File: config.mk
export PLATFORM = sky130hd
export DESIGN_NAME = raster_timing_gen
export DESIGN_NICKNAME = d
export VERILOG_FILES = /design/src/rtl/rtg_pkg.sv /design/src/rtl/rtg_cfg_regs.sv /design/src/rtl/rtg_axis.sv /design/src/rtl/raster_timing_gen.sv
export SDC_FILE = /design/constraint.sdc
export NUM_CORES = 1
export LEC_CHECK = 0
export BUFFER_PORTS_ARGS = -buffer_cell sky130_fd_sc_hd__buf_2
export CAP_MARGIN = 10
export CELL_PAD_IN_SITES_DETAIL_PLACEMENT = 1
export CELL_PAD_IN_SITES_GLOBAL_PLACEMENT = 1
export CORE_ASPECT_RATIO = 1.25
export CORE_MARGIN = 5
export CORE_UTILIZATION = 30
export DETAILED_ROUTE_END_ITERATION = 12
export PLACE_DENSITY = 0.57
export SYNTH_ARGS = -nofsm -noshare
export SYNTH_HDL_FRONTEND = slang
export SYNTH_SLANG_ARGS = --single-unit
File: constraint.sdc
create_clock -name clk -period 14.1 [get_ports clk]
set_input_delay 0 -clock clk [delete_from_list [all_inputs] [get_ports clk]]
set_output_delay 0 -clock clk [all_outputs]
set_load 0.03 [all_outputs]
File: src/rtl/rtg_pkg.sv
package rtg_pkg;
  localparam int WORD_W    = 32;
  localparam int ADDR_W    = 2;
  localparam int NUM_WORDS = 3;
  localparam int POS_W     = 16;
  localparam int SYNC_W    = 8;
  localparam int PORCH_W   = 12;
  localparam int SYNC_LSB  = 0;
  localparam int BACK_LSB  = 8;
  localparam int FRONT_LSB = 20;

  localparam logic [ADDR_W-1:0] ADDR_SIZE = 2'd0;
  localparam logic [ADDR_W-1:0] ADDR_HORZ = 2'd1;
  localparam logic [ADDR_W-1:0] ADDR_VERT = 2'd2;

  typedef enum logic [1:0] {PH_SYNC, PH_BACK, PH_ACT, PH_FRONT} phase_t;

  typedef struct packed {
    logic [POS_W-1:0]   act;
    logic [SYNC_W-1:0]  sync;
    logic [PORCH_W-1:0] back;
    logic [PORCH_W-1:0] front;
  } axis_cfg_t;

  function automatic axis_cfg_t unpack_axis(input logic [WORD_W-1:0] tw,
                                            input logic [POS_W-1:0] act);
    axis_cfg_t c;
    c.act   = act;
    c.sync  = tw[SYNC_LSB  +: SYNC_W];
    c.back  = tw[BACK_LSB  +: PORCH_W];
    c.front = tw[FRONT_LSB +: PORCH_W];
    return c;
  endfunction
endpackage

File: src/rtl/rtg_cfg_regs.sv
module rtg_cfg_regs
  import rtg_pkg::*;
(
  input  logic              clk,
  input  logic              rst,
  input  logic              wr_en,
  input  logic [ADDR_W-1:0] addr,
  input  logic [WORD_W-1:0] wdata,
  input  logic              load,
  output logic [WORD_W-1:0] rdata,
  output axis_cfg_t         h_cfg,
  output axis_cfg_t         v_cfg
);
  logic [WORD_W-1:0] prog_q   [NUM_WORDS];
  logic [WORD_W-1:0] shadow_q [NUM_WORDS];

  // programmed words and the frame-start working copy
  generate
    for (genvar w = 0; w < NUM_WORDS; w++) begin : g_word
      always_ff @(posedge clk) begin
        if (rst) begin
          prog_q[w]   <= '0;
          shadow_q[w] <= '0;
        end else begin
          if (wr_en && (addr == ADDR_W'(w)))
            prog_q[w] <= wdata;
          if (load)
            shadow_q[w] <= prog_q[w];
        end
      end
    end
  endgenerate

  always_ff @(posedge clk) begin
    if (rst) begin
      rdata <= '0;
    end else if (int'(addr) < NUM_WORDS) begin
      rdata <= prog_q[addr];
    end else begin
      rdata <= '0;
    end
  end

  assign h_cfg = unpack_axis(shadow_q[ADDR_HORZ], shadow_q[ADDR_SIZE][POS_W-1:0]);
  assign v_cfg = unpack_axis(shadow_q[ADDR_VERT], shadow_q[ADDR_SIZE][WORD_W-1:POS_W]);
endmodule

File: src/rtl/rtg_axis.sv
module rtg_axis
  import rtg_pkg::*;
(
  input  logic             clk,
  input  logic             rst,
  input  logic             clear,
  input  logic             step,
  input  axis_cfg_t        cfg,
  output phase_t           phase,
  output logic [POS_W-1:0] cnt,
  output logic             period_end
);
  logic [POS_W-1:0] cur_len;
  phase_t           nxt;
  logic             phase_last;

  always_comb begin
    case (phase)
      PH_SYNC:  cur_len = (cfg.sync == '0) ? POS_W'(1) : POS_W'(cfg.sync);
      PH_BACK:  cur_len = POS_W'(cfg.back);
      PH_ACT:   cur_len = cfg.act;
      default:  cur_len = POS_W'(cfg.front);
    endcase
  end

  // next non-empty phase; empty phases are skipped
  always_comb begin
    case (phase)
      PH_SYNC:  nxt = (cfg.back != '0) ? PH_BACK :
                      (cfg.act  != '0) ? PH_ACT  :
                      (cfg.front != '0) ? PH_FRONT : PH_SYNC;
      PH_BACK:  nxt = (cfg.act  != '0) ? PH_ACT  :
                      (cfg.front != '0) ? PH_FRONT : PH_SYNC;
      PH_ACT:   nxt = (cfg.front != '0) ? PH_FRONT : PH_SYNC;
      default:  nxt = PH_SYNC;
    endcase
  end

  assign phase_last = (cnt == cur_len - POS_W'(1));
  assign period_end = phase_last && (nxt == PH_SYNC);

  always_ff @(posedge clk) begin
    if (rst || clear) begin
      phase <= PH_SYNC;
      cnt   <= '0;
    end else if (step) begin
      if (phase_last) begin
        phase <= nxt;
        cnt   <= '0;
      end else begin
        cnt <= cnt + POS_W'(1);
      end
    end
  end

  // the position inside a phase never reaches that phase's length
  assert_cnt_below_len_R3: assert property (@(posedge clk) disable iff (rst)
    !clear |-> (cnt < cur_len));

  // a phase with a zero length is never entered
  assert_skip_empty_R4: assert property (@(posedge clk) disable iff (rst)
    (!clear && phase != PH_SYNC) |-> (cur_len != '0));
endmodule

File: src/rtl/raster_timing_gen.sv
module raster_timing_gen
  import rtg_pkg::*;
(
  input  logic              clk,
  input  logic              rst,
  input  logic              cfg_wr,
  input  logic [ADDR_W-1:0] cfg_addr,
  input  logic [WORD_W-1:0] cfg_wdata,
  output logic [WORD_W-1:0] cfg_rdata,
  input  logic              run_req,
  input  logic              pix_valid,
  output logic              hsync,
  output logic              vsync,
  output logic              de,
  output logic [POS_W-1:0]  pix_x,
  output logic [POS_W-1:0]  pix_y,
  output logic              vsync_evt,
  output logic              frame_end,
  output logic              underflow
);
  axis_cfg_t        h_cfg, v_cfg;
  phase_t           h_ph, v_ph;
  logic [POS_W-1:0] h_cnt, v_cnt;
  logic             h_end, v_end;
  logic             running;
  logic             start, frame_last, load, in_act, at_origin;

  assign start      = !running && run_req;
  assign frame_last = running && h_end && v_end;
  assign load       = start || (frame_last && run_req);
  assign in_act     = running && (h_ph == PH_ACT) && (v_ph == PH_ACT);
  assign at_origin  = running && (h_ph == PH_SYNC) && (h_cnt == '0) &&
                      (v_ph == PH_SYNC) && (v_cnt == '0);

  rtg_cfg_regs u_regs (
    .clk   (clk),
    .rst   (rst),
    .wr_en (cfg_wr),
    .addr  (cfg_addr),
    .wdata (cfg_wdata),
    .load  (load),
    .rdata (cfg_rdata),
    .h_cfg (h_cfg),
    .v_cfg (v_cfg)
  );

  rtg_axis u_horz (
    .clk        (clk),
    .rst        (rst),
    .clear      (!running),
    .step       (running),
    .cfg        (h_cfg),
    .phase      (h_ph),
    .cnt        (h_cnt),
    .period_end (h_end)
  );

  rtg_axis u_vert (
    .clk        (clk),
    .rst        (rst),
    .clear      (!running),
    .step       (running && h_end),
    .cfg        (v_cfg),
    .phase      (v_ph),
    .cnt        (v_cnt),
    .period_end (v_end)
  );

  // run control: start anywhere, stop only on a frame boundary
  always_ff @(posedge clk) begin
    if (rst)
      running <= 1'b0;
    else if (start)
      running <= 1'b1;
    else if (frame_last && !run_req)
      running <= 1'b0;
  end

  // registered outputs
  always_ff @(posedge clk) begin
    if (rst) begin
      hsync     <= 1'b0;
      vsync     <= 1'b0;
      de        <= 1'b0;
      pix_x     <= '0;
      pix_y     <= '0;
      vsync_evt <= 1'b0;
      frame_end <= 1'b0;
      underflow <= 1'b0;
    end else begin
      hsync     <= running && (h_ph == PH_SYNC);
      vsync     <= running && (v_ph == PH_SYNC);
      de        <= in_act;
      pix_x     <= in_act ? h_cnt : '0;
      pix_y     <= in_act ? v_cnt : '0;
      vsync_evt <= at_origin;
      frame_end <= frame_last;
      underflow <= de && !pix_valid;
    end
  end

  // data enable never overlaps a sync pulse
  assert_de_excl_sync_R5: assert property (@(posedge clk) disable iff (rst)
    de |-> (!hsync && !vsync));

  // positions are zero outside the active area
  assert_pos_idle_zero_R5: assert property (@(posedge clk) disable iff (rst)
    !de |-> (pix_x == '0 && pix_y == '0));

  // frame-start pulse sits inside both sync pulses
  assert_evt_in_sync_R7: assert property (@(posedge clk) disable iff (rst)
    vsync_evt |-> (vsync && hsync));

  // once stopped, outputs go quiet
  assert_idle_quiet_R8: assert property (@(posedge clk) disable iff (rst)
    !running |=> (!hsync && !vsync && !de));

  // scanning cannot end except at the last cycle of a frame
  assert_stop_at_boundary_R8: assert property (@(posedge clk) disable iff (rst)
    (running && !frame_last) |=> running);

  // working timing is frozen while a frame is in progress
  assert_cfg_frozen_R6: assert property (@(posedge clk) disable iff (rst)
    (running && !frame_last) |=> ($stable(h_cfg) && $stable(v_cfg)));

  // an underflow pulse has a starved active cycle before it
  assert_underflow_cause_R10: assert property (@(posedge clk) disable iff (rst)
    underflow |-> ($past(de) && !$past(pix_valid)));
endmodule

==> flow_summary.yaml <==
yosys:
  synth_xor_area_frac: 0.0339
  synthMuxAreaShare: 0.0633
  synthesis.instances: 1299
  yosysSeqAreaShare: 0.567
  yosys.area_share.simple: 0.236
  ys_seq_elements: 299
  syn_avg_cell_area_um2: 10.7
  synth_warnings: 0
  synth_fa_ha_area_frac: 0.00539
  synth_nets: 1344
  ys.flop_type: "edfxtp_1"
  synth-async-reset-ratio: 0
  syn-cell-area_um2: 13900
  synth_top_family_by_area: "simple AND/OR/NAND/NOR gates"
  synth_compound_area_frac: 0.0624
  synth_edf_count: 192
  yosysUniqueCellTypes: 71
sta:
  worst_pin_slew_ns: 1.03
  tns_ns: 0
  slew_headroom: 0.310
  fmaxAchievable_mhz: 169
  setup_viol: 0
  rsz0062_at_grt: "false"
  slew_violations: 0
  finalCriticalPeriod_ns: 5.92
  hold_viol_final: 0
  fin_crit_sh: 0.420
  worst_slack_ns: 8.18
  finalClockSkew_ns: 0.0143
global_route:
  grt_max_degree: 55
  use_met3: 0.0218
  antenna_found_initial: 0
  grtUsageMet1: 0.198
  top_usage_layer: "met2"
  grt_pass1_vias: 10600
  grt_pass1_wl_mm: 62.3
  grt_usage: 0.155
  overflow: 0
  use_met2: 0.268
critical_path:
  worstSetupPathType: "flop to flop"
  path_max_fanout: 52
  critical_path_arrival_ns: 6.07
  end_kind: "flop"
  worst_setup_path_start_kind: "flop"
  cp.required_ns: 14.25
run_status:
  status: "completed"
cells_and_area:
  fillers: 5090
  drive_above_1_share: 0.177
  area_growth_syn_to_layout_pct: 18.9
  multiInputGateArea_um2: 5630
  register_area_um2: 7910
  fin_cells: 2021
  diodes: 0
  finalNetCount: 1455
power:
  peakVddDrop_mv: 0.0608
  p_seq_frac: 0.469
  p_sw_mw: 0.535
  p_leak_nw: 6.24
  p_comb_frac: 0.085
  total_power_mw: 2.19
  p_per_area_nw_per_um2: 132
  power.clock.fraction: 0.446
  swShare: 0.244
  p_int_mw: 1.66
cts:
  cts_setup_buffers: 0
  cts_num_sinks: 299
  clkLatencyLatePin_ns: 0.53
  cts_hold_buf: 33
  root_buffer: "clkbuf_16"
  clk_pin_slew_worst_paths_ns: 0.06
  h-tree-depth: 2
  cts_buffers: 35
  cts_tree: "yes"
  cts_max_path_buffers: 3
  cts_resized: 0
hold_path:
  hold_path.class: "input pin to flop"
job:
  max_cap_viol_count: 0
routing:
  antenna_left: 0
  wl_mm: 39.9
  vias_per_cell: 4.91
  wl_per_cell_um: 19.7
  drtPass1Iterations: 4
  route.detailed.drc: 0
  drtIter0Drc: 502
  vias: 9933
placement:
  hpwl_mm: 29.1
  dp_cells: 1925
  place_worst_setup_slack_ns: 8.16
  gp_congestion: 0.848
  io_buffers: 108
die:
  die_h_um: 251
  dieArea_um2: 50900
  die_w_um: 203
  ioPinCount: 109
  core_region_area_um2: 46000
  initial_core_util: 0.303
  rows: 88
synthesized netlist by cell type (17+ instances only):
library cell | instances | area (um^2)
nor2_1 | 193 | 724
edfxtp_1 | 192 | 5770
nand2_1 | 135 | 507
and2_1 | 133 | 832
dfxtp_1 | 107 | 2140
a21oi_1 | 56 | 280
clkbuf_1 | 56 | 210
mux2i_1 | 42 | 420
xnor2_1 | 35 | 307
nor4_1 | 29 | 181
o21ai_0 | 25 | 125
nor3_1 | 19 | 95.1
xor2_1 | 19 | 166
inv_1 | 17 | 63.8
critical path: stages (launching register included):
cell       delay, ns
dfxtp_1         0.97
nand2b_1        0.33
o2bb2ai_1       0.39
or2_2           0.17
ha_1            0.18
nor2b_1         0.15
a2bb2oi_1       0.14
nor4_1          0.53
o22ai_1         0.17
a21o_1          0.23
nor3_1          0.18
and4_1          0.20
or4b_1          0.53
a21oi_4         0.17
buf_4           0.48
buf_4           0.65
cells by family (layout without fill, tap and decap cells):
logic type | count (synthesis) | count (layout)
XOR/XNOR | 54 | 54
buffers and inverters | 98 | 235
AO/OA/AOI/OAI | 136 | 136
adder cells (fa/ha/maj) | 6 | 6
AND/OR/NAND/NOR | 638 | 638
flip-flops | 299 | 299
multiplexers | 68 | 68
final timing paths:
path                                 startpoint  cells past startpoint                endpoint  slack, ns
worst max-delay path            u_vert.phase[1]                     15  u_regs.shadow_q[0][11]       8.18
worst min register to register               de                      1               underflow       0.47
worst min-delay path                        rst                      3        u_regs.rdata[31]       0.06
worst max register to register  u_vert.phase[1]                     15  u_regs.shadow_q[0][11]       8.18
layer usage:
metal / up-vias / share of wire / wire length, um
met2: 165 / 0.49 / 19400
met4: 0 / 0.034 / 1370
met5: - / 0 / 0
met3: 67 / 0.032 / 1300
li1: 4792 / - / -
met1: 4909 / 0.45 / 17800
placed cells by master (no fill, tap or decap), types with 4 or more instances in the layout:
cell type	n
mux2i_1	42
xor2_1	19
and2_1	133
buf_2	108
mux4_2	15
a21o_1	4
clkinv_2	5
or4_1	6
o31ai_1	4
mux2_2	11
xnor2_1	35
o21ai_0	25
dfxtp_1	107
nand2b_1	8
nor2_2	10
a31oi_1	4
edfxtp_1	192
ha_1	6
clkbuf_8	5
clkbuf_16	39
or3_1	16
a21oi_1	55
inv_1	17
nor2_1	192
nand2_1	135
nor3_1	17
a22o_1	4
o22ai_1	4
nand3b_1	5
bufinv_16	4
and3_1	13
dlygate4sd3_1	33
buf_4	14
nor4_1	29
nand4_1	16
nor2_4	11
nand3_1	16
cell type report:
| cell class | count | share of cell area |
|---|---|---|
| sequential | 299 | 0.477 |
| multi-input combinational | 902 | 0.339 |
| clock buffer | 46 | 0.0636 |
| timing repair buffer | 155 | 0.0589 |
| tap | 585 | 0.0442 |
| clock inverter | 17 | 0.0131 |
| inverter | 17 | 0.00385 |
per-stage QoR:
step           hold slack [ns]   util  cell area, um^2
2_1_floorplan           0.0761      -            13900
3_3_place_gp             0.166  0.325            15000
3_5_place_dp             0.171  0.325            15000
4_1_cts                 0.0464  0.360            16600
5_1_grt                 0.0770  0.360            16600
6_report                0.0559  0.360            16600
state kept, by name, indices dropped and copies added, names as in the netlist:
name and count:
u_regs.prog_q 96, vsync_evt 1, running 1, vsync 1, frame_end 1, pix_x 16
de 1, u_vert.phase 2, u_regs.rdata 32, pix_y 16, u_vert.cnt 16, hsync 1
u_horz.phase 2, u_horz.cnt 16, u_regs.shadow_q 96, underflow 1
power by group through the flow:
| stage | clock (mW) | combinational [mW] | sequential (mW) |
|---|---|---|---|
| after floorplan | 0 | 0.117 | 1.04 |
| after global placement | 0 | 0.182 | 1.05 |
| final | 0.979 | 0.187 | 1.03 |
| after CTS | 1.01 | 0.192 | 1.03 |
| after global routing | 1.04 | 0.207 | 1.03 |
| after detailed placement | 0 | 0.184 | 1.05 |
(Power assumes the default switching activity.)
